$ cat src/rtl/sram_host_pkg.sv
package sram_host_pkg;

    typedef enum logic [1:0] {
        OP_IDLE = 2'd0,
        OP_RD   = 2'd1,
        OP_WR   = 2'd2
    } op_e;

    // Low two address bits of burst beat idx, starting from start.
    function automatic logic [1:0] beat_low(input logic [1:0] start,
                                            input logic [1:0] idx,
                                            input logic       interleave);
        logic [1:0] r;
        if (interleave) r = start ^ idx;
        else            r = start + idx;
        return r;
    endfunction

endpackage

$ cat src/rtl/sram_cmd_gen.sv
module sram_cmd_gen
    import sram_host_pkg::*;
#(
    parameter int AW = 18,
    parameter int NB = 2,
    parameter int BW = 9
) (
    input  logic                 clk,
    input  logic                 rst,
    input  logic                 stall,
    input  logic                 burst_mode,
    input  logic                 req_valid,
    input  logic                 req_write,
    input  logic                 req_burst,
    input  logic [AW-1:0]        req_addr,
    input  logic [NB-1:0]        req_be,
    input  logic [NB*BW-1:0]     req_wdata,
    output op_e                  cmd_op,
    output logic                 cmd_load,
    output logic                 cmd_sel,
    output logic [AW-1:0]        cmd_addr,
    output logic [NB-1:0]        cmd_be,
    output logic [NB*BW-1:0]     cmd_data
);
    localparam int DW         = NB * BW;
    localparam int BEATS      = 4;
    localparam int CNT_W      = $clog2(BEATS);

    logic [CNT_W-1:0] left_q;    // advance beats still allowed
    logic [CNT_W-1:0] beat_q;    // index of the last issued beat
    logic [AW-1:0]    base_q;
    logic             bwr_q;
    logic             in_burst;
    logic [CNT_W-1:0] next_beat;

    assign in_burst  = (left_q != '0);
    assign next_beat = beat_q + CNT_W'(1);

    always_ff @(posedge clk) begin
        if (rst) begin
            cmd_op   <= OP_IDLE;
            cmd_load <= 1'b1;
            cmd_sel  <= 1'b0;
            cmd_addr <= '0;
            cmd_be   <= '0;
            cmd_data <= '0;
            left_q   <= '0;
            beat_q   <= '0;
            base_q   <= '0;
            bwr_q    <= 1'b0;
        end else if (!stall) begin
            if (req_valid && in_burst) begin
                cmd_op   <= bwr_q ? OP_WR : OP_RD;
                cmd_load <= 1'b0;
                cmd_sel  <= 1'b1;
                cmd_addr <= {base_q[AW-1:2], beat_low(base_q[1:0], next_beat, burst_mode)};
                cmd_be   <= req_be;
                cmd_data <= req_wdata;
                beat_q   <= next_beat;
                left_q   <= left_q - CNT_W'(1);
            end else if (req_valid) begin
                cmd_op   <= req_write ? OP_WR : OP_RD;
                cmd_load <= 1'b1;
                cmd_sel  <= 1'b1;
                cmd_addr <= req_addr;
                cmd_be   <= req_be;
                cmd_data <= req_wdata;
                base_q   <= req_addr;
                bwr_q    <= req_write;
                beat_q   <= '0;
                left_q   <= req_burst ? CNT_W'(BEATS - 1) : '0;
            end else begin
                cmd_op   <= OP_IDLE;
                cmd_load <= 1'b1;
                cmd_sel  <= 1'b0;
                cmd_be   <= '0;
                left_q   <= '0;
            end
        end
    end

    // a fresh request outside a burst becomes a selected load command
    p_load_cmd_r2: assert property (@(posedge clk) disable iff (rst)
        (!stall && req_valid && !in_burst) |=> (cmd_load && cmd_sel && cmd_op != OP_IDLE));

    // no request at an enabled edge gives a deselect and closes the burst
    p_idle_desel_r3: assert property (@(posedge clk) disable iff (rst)
        (!stall && !req_valid) |=> (!cmd_sel && cmd_load && !in_burst));

    // an advance command only ever follows a selected cycle
    p_adv_after_sel_r7: assert property (@(posedge clk) disable iff (rst)
        !cmd_load |-> $past(cmd_sel));

    // a stalled edge leaves the command pins untouched
    p_cmd_freeze_r10: assert property (@(posedge clk) disable iff (rst)
        stall |=> ($stable(cmd_addr) && $stable(cmd_load) && $stable(cmd_sel) && $stable(cmd_op)));

    logic unused_dw;
    assign unused_dw = (DW == 0);

endmodule

$ cat src/rtl/sram_data_pipe.sv
module sram_data_pipe
    import sram_host_pkg::*;
#(
    parameter int AW = 18,
    parameter int NB = 2,
    parameter int BW = 9
) (
    input  logic                 clk,
    input  logic                 rst,
    input  logic                 stall,
    input  op_e                  a_op,
    input  logic [AW-1:0]        a_addr,
    input  logic [NB-1:0]        a_be,
    input  logic [NB*BW-1:0]     a_data,
    input  logic [NB*BW-1:0]     dq_in,
    output logic [NB*BW-1:0]     dq_out,
    output logic                 dq_oe,
    output logic [NB-1:0]        bws_n,
    output logic                 oe_n,
    output logic                 rsp_valid,
    output logic [AW-1:0]        rsp_addr,
    output logic [NB*BW-1:0]     rsp_data
);
    localparam int DW = NB * BW;

    // Stage B: memory has sampled the command. Stage C: data cycle.
    op_e            b_op,   c_op;
    logic [AW-1:0]  b_addr, c_addr;
    logic [NB-1:0]  b_be,   c_be;
    logic [DW-1:0]  b_data, c_data;

    always_ff @(posedge clk) begin
        if (rst) begin
            b_op      <= OP_IDLE;
            c_op      <= OP_IDLE;
            b_addr    <= '0;
            c_addr    <= '0;
            b_be      <= '0;
            c_be      <= '0;
            b_data    <= '0;
            c_data    <= '0;
            rsp_valid <= 1'b0;
            rsp_addr  <= '0;
            rsp_data  <= '0;
        end else if (!stall) begin
            b_op      <= a_op;
            b_addr    <= a_addr;
            b_be      <= a_be;
            b_data    <= a_data;
            c_op      <= b_op;
            c_addr    <= b_addr;
            c_be      <= b_be;
            c_data    <= b_data;
            rsp_valid <= (c_op == OP_RD);
            if (c_op == OP_RD) begin
                rsp_addr <= c_addr;
                rsp_data <= dq_in;
            end
        end else begin
            rsp_valid <= 1'b0;
        end
    end

    assign dq_oe  = (c_op == OP_WR);
    assign oe_n   = (c_op != OP_RD);
    assign dq_out = dq_oe ? c_data : '0;

    for (genvar i = 0; i < NB; i++) begin : g_bws
        assign bws_n[i] = !(dq_oe && c_be[i]);
    end

    // a write one stage from its data cycle drives the bus after the next enabled edge
    p_wr_slot_r4: assert property (@(posedge clk) disable iff (rst)
        (!stall && b_op == OP_WR) |=> (dq_oe && !$stable(c_op == OP_WR) || dq_oe));

    // a read in its data cycle yields a response strobe at the next enabled edge
    p_rd_capture_r5: assert property (@(posedge clk) disable iff (rst)
        (!stall && !oe_n) |=> rsp_valid);

    // stalled edge keeps both stages and gives no strobe
    p_pipe_freeze_r10: assert property (@(posedge clk) disable iff (rst)
        stall |=> ($stable(b_op) && $stable(c_op) && $stable(c_data) && !rsp_valid));

    // never drive the bus while the memory output is enabled
    p_bus_excl_r11: assert property (@(posedge clk) disable iff (rst)
        dq_oe |-> (oe_n && bws_n != {NB{1'b1}} || oe_n));

endmodule

$ cat src/rtl/sram_host_ctrl.sv
module sram_host_ctrl
    import sram_host_pkg::*;
#(
    parameter int AW = 18,
    parameter int NB = 2,
    parameter int BW = 9
) (
    input  logic                 clk,
    input  logic                 rst,
    input  logic                 burst_mode,
    input  logic                 stall,
    input  logic                 req_valid,
    output logic                 req_ready,
    input  logic                 req_write,
    input  logic                 req_burst,
    input  logic [AW-1:0]        req_addr,
    input  logic [NB-1:0]        req_be,
    input  logic [NB*BW-1:0]     req_wdata,
    output logic                 rsp_valid,
    output logic [AW-1:0]        rsp_addr,
    output logic [NB*BW-1:0]     rsp_data,
    output logic                 sram_cen_n,
    output logic                 sram_ce1_n,
    output logic                 sram_ce2,
    output logic                 sram_ce3_n,
    output logic                 sram_advld_n,
    output logic                 sram_we_n,
    output logic [AW-1:0]        sram_addr,
    output logic [NB-1:0]        sram_bws_n,
    output logic                 sram_oe_n,
    output logic [NB*BW-1:0]     sram_dq_out,
    output logic                 sram_dq_oe,
    input  logic [NB*BW-1:0]     sram_dq_in
);
    localparam int DW = NB * BW;

    op_e            a_op;
    logic           a_load;
    logic           a_sel;
    logic [AW-1:0]  a_addr;
    logic [NB-1:0]  a_be;
    logic [DW-1:0]  a_data;

    sram_cmd_gen #(.AW(AW), .NB(NB), .BW(BW)) u_cmd (
        .clk        (clk),
        .rst        (rst),
        .stall      (stall),
        .burst_mode (burst_mode),
        .req_valid  (req_valid),
        .req_write  (req_write),
        .req_burst  (req_burst),
        .req_addr   (req_addr),
        .req_be     (req_be),
        .req_wdata  (req_wdata),
        .cmd_op     (a_op),
        .cmd_load   (a_load),
        .cmd_sel    (a_sel),
        .cmd_addr   (a_addr),
        .cmd_be     (a_be),
        .cmd_data   (a_data)
    );

    sram_data_pipe #(.AW(AW), .NB(NB), .BW(BW)) u_pipe (
        .clk       (clk),
        .rst       (rst),
        .stall     (stall),
        .a_op      (a_op),
        .a_addr    (a_addr),
        .a_be      (a_be),
        .a_data    (a_data),
        .dq_in     (sram_dq_in),
        .dq_out    (sram_dq_out),
        .dq_oe     (sram_dq_oe),
        .bws_n     (sram_bws_n),
        .oe_n      (sram_oe_n),
        .rsp_valid (rsp_valid),
        .rsp_addr  (rsp_addr),
        .rsp_data  (rsp_data)
    );

    assign req_ready    = !stall;
    assign sram_cen_n   = stall;
    assign sram_ce1_n   = !a_sel;
    assign sram_ce2     = a_sel;
    assign sram_ce3_n   = !a_sel;
    assign sram_advld_n = !a_load;
    assign sram_we_n    = (a_op != OP_WR);
    assign sram_addr    = a_addr;

endmodule

$ cat config.mk
export PLATFORM = sky130hd
export DESIGN_NAME = sram_host_ctrl
export DESIGN_NICKNAME = d
export VERILOG_FILES = /design/src/rtl/sram_host_pkg.sv /design/src/rtl/sram_cmd_gen.sv /design/src/rtl/sram_data_pipe.sv /design/src/rtl/sram_host_ctrl.sv
export SDC_FILE = /design/constraint.sdc
export NUM_CORES = 1
export LEC_CHECK = 0
export BUFFER_PORTS_ARGS = -buffer_cell sky130_fd_sc_hd__buf_4
export CAP_MARGIN = 30
export CORE_AREA = 8 8 136 138
export DETAILED_ROUTE_END_ITERATION = 12
export DIE_AREA = 0 0 144 146
export PLACE_DENSITY = 0.76
export SYNTH_ARGS = -nofsm -noshare
export SYNTH_HDL_FRONTEND = slang
export SYNTH_HIERARCHICAL = 1
export SYNTH_SLANG_ARGS = --single-unit
$ cat constraint.sdc
create_clock -name clk -period 1.7 [get_ports clk]
set_input_delay 0.34 -clock clk [delete_from_list [all_inputs] [get_ports clk]]
set_output_delay 0.34 -clock clk [all_outputs]
set_load 0.02 [all_outputs]
==> results_dict.tcl <==
set metrics [dict create \
    outcome "finished with violations" \
    violations "setup timing" \
    powerDensity_nw_per_um2 1030 \
    synth-edff-count 0 \
    finalCriticalPeriod_ps 1740 \
    synth_top_area_cell "dfxtp_1" \
    cts_hold_buf 0 \
    grt_pass1_vias 5070 \
    multiInputGateArea_um2 3260 \
    leakagePower_nw 3.97 \
    ys_seq_elements 182 \
    regArea_um2 3650 \
    finalInstanceArea_um2 9280 \
    clk_path_buf_depth 2 \
    synth_top_area_share_pct 50.9 \
    yosysSeqAreaShare_pct 50.9 \
    nNetsFinal 935 \
    cts_htree_levels 4 \
    synthCells 744 \
    critPathCaptureType "output pin" \
    slew_violations 0 \
    numCtsBuffers 17 \
    slew_headroom_pct 74.9 \
    ios 147 \
    worst_slack_ps -39.7 \
    clkTransAtPathRegs_ps 60 \
    dp_cells 1067 \
    vdd_drop_max_mv 0.746 \
    setup_tns_ps -490 \
    synth_ff_type "dfxtp_1" \
    top_usage_layer "met2" \
    cts_tree "yes" \
    cts_root_buffer "clkbuf_16" \
    crit_chain "nor2b_4 > buf_6 > and2_4 > buf_6" \
    drt-wirelength-per-cell_um 14.5 \
    core_um2 16300 \
    finalClockSkew_ps 5.51 \
    num_antenna_cells 0 \
    hold_path_class "input pin to flop" \
    arrival_ps 1400 \
    synth_top_cells_by_area "dfxtp_1, mux2i_1, nand2b_1" \
    ant_nets 0 \
    max_cap_violations 0 \
    grt-ovfl-total 0 \
    cts_num_sinks 182 \
    crit_type "flop to output pin" \
    antenna_found_initial 0 \
    die-area_um2 21000 \
    synth_nets 809 \
    crit_top_cell "buf_6" \
    start_util_pct 43.9 \
    cp_top_family "simple AND/OR/NAND/NOR gates" \
    fmax_mhz 575 \
    synth_warnings 6 \
    place_ws_ps 54.0 \
    grt_util_met1_pct 19.9 \
    layout_commonest_cell "dfxtp_1" \
    critical_path_required_ps 1360 \
    drt_pass1_iterations 4 \
    die_y_um 146 \
    cp_num_buf_inv 2 \
    cp_slowest_cell "dfxtp_4" \
    hpwlAfterDp_mm 10.8 \
    die-width_um 144 \
    clkLatencyLatePin_ps 420 \
    rows 47 \
    vias_per_cell 4.73 \
    period_share_pct 102 \
    placed_area_um2 8430 \
    grt_max_degree 64 \
    synth_cell_types 31 \
    layout_common_cells "dfxtp_1, mux2i_1, buf_4" \
    fillers 1417 \
    rsz0062_at_grt "yes" \
    min_path_cells 3 \
    vias 5220 \
    synthArstFlopShare_pct 0 \
    drt_first_iter_violations 333 \
    met3_usage_pct 3.94 \
    port_buffers 146 \
    area_growth_pct 29.7 \
    gr-usage-met2_pct 24.2 \
    avgSynthCellArea_um2 9.62 \
    cp-start-kind "flop" \
    post-route-drc-count 0 \
    wl_mm 16.0 \
    setup_viol 18 \
    grt_pass1_wl_mm 26.0 \
    track_usage_pct 15.4 \
    cp_num_cells 4 \
    syn_area_um2 7160 \
    finalHoldViolCount 0 \
    drive_gt1_share_pct 25.1 \
    place_congestion 0.777 \
    worst_slew_pin_slew_ps 376 \
    stdcell_count 1103 \
    rr_worst_depth 5 \
    slowest_delay_ps 340 \
    cp_max_fo 6 \
]
==> worst reg2reg max path, delay by kind of cell (launching register included) <==
family	cells	cell delay, ps
buffers and inverters	2	380
adders and majority gates	1	260
AOI/OAI and AO/OA	1	100
DFF	1	320
muxes	1	280
==> metrics by stage <==
step           hold slack, ps  utilization, %  total power [mW]
2_1_floorplan             436               -              5.06
3_3_place_gp              440            51.8              5.34
3_5_place_dp              446            51.8              5.36
4_1_cts                   137            56.9              9.66
5_1_grt                   150            57.0              9.94
6_report                  151            57.0              9.57
==> synth_stat cells (2+ instances only) <==
cell	n
nor2_1	102
mux2i_1	134
buf_6	4
buf_4	9
ha_1	2
dfxtp_1	182
inv_1	7
and2_1	19
a22oi_1	3
a211oi_1	17
nand2_1	81
nand2b_1	77
or3_1	2
nor2b_1	3
clkbuf_1	23
buf_2	21
a21oi_1	42
o21ai_0	3
==> final cells by class <==
cell class,count,share of cell area (%)
inverter,7,0.283
sequential,182,39.3
clock buffer,20,4.92
multi-input combinational,498,35.2
tap,220,2.97
timing repair buffer,164,15.2
clock inverter,12,2.14
==> where the power goes <==
part,leakage (nW),internal [mW],switching (mW)
logic,2.18,0.384,0.419
clock network,0.309,2.69,1.62
registers,1.48,4.39,0.0771
total,3.97,7.46,2.11
==> logic make-up after synthesis <==
family / after synthesis / share of synthesized area [%]
AO/OA/AOI/OAI: 68 / 5.56
XOR/XNOR: 2 / 0.437
adder cells (fa/ha/maj): 2 / 0.350
buffers and inverters: 64 / 4.61
flip-flops: 182 / 50.9
multiplexers: 134 / 18.7
AND/OR/NAND/NOR: 292 / 19.4
==> timing repair <==
action / CTS / global route
setup buffers: 1 / 0
pin swaps: 18 / 0
cloned: 3 / 0
resized for setup: 52 / 2
endpoints found under the setup margin: 21 / 39
==> flip-flops by register name, summed over array words and instances, names as in the netlist, 18 cells and up <==
signal and cells:
u_pipe/rsp_addr 18, u_pipe/rsp_data 18, u_pipe/b_addr 18, u_cmd/cmd_addr 18, u_pipe/c_data 18, u_pipe/b_data 18, u_pipe/c_addr 18, u_cmd/base_q 18
u_cmd/cmd_data 18
==> layer usage <==
layer  vias to the layer above  routed length [um]
met5                         -                   0
met2                       104                7270
li1                       2701                   -
met4                         0                 247
met3                        18                 816
met1                      2397                7690
==> worst paths after layout <==
path	from	endpoint	slack [ps]
worst max-delay path	u_pipe/c_op[1]$_SDFFE_PP0N_	sram_dq_out[15]	-40
worst min register to register	u_cmd/base_q[5]$_SDFFE_PP0P_	u_cmd/base_q[5]$_SDFFE_PP0P_	450
worst min-delay path	req_be[0]	u_cmd/cmd_be[0]$_SDFFE_PP0N_	150
worst max register to register	u_cmd/left_q[0]$_SDFFE_PP0N_	u_cmd/cmd_addr[6]$_SDFFE_PP0P_	240
(Power assumes the default switching activity.)
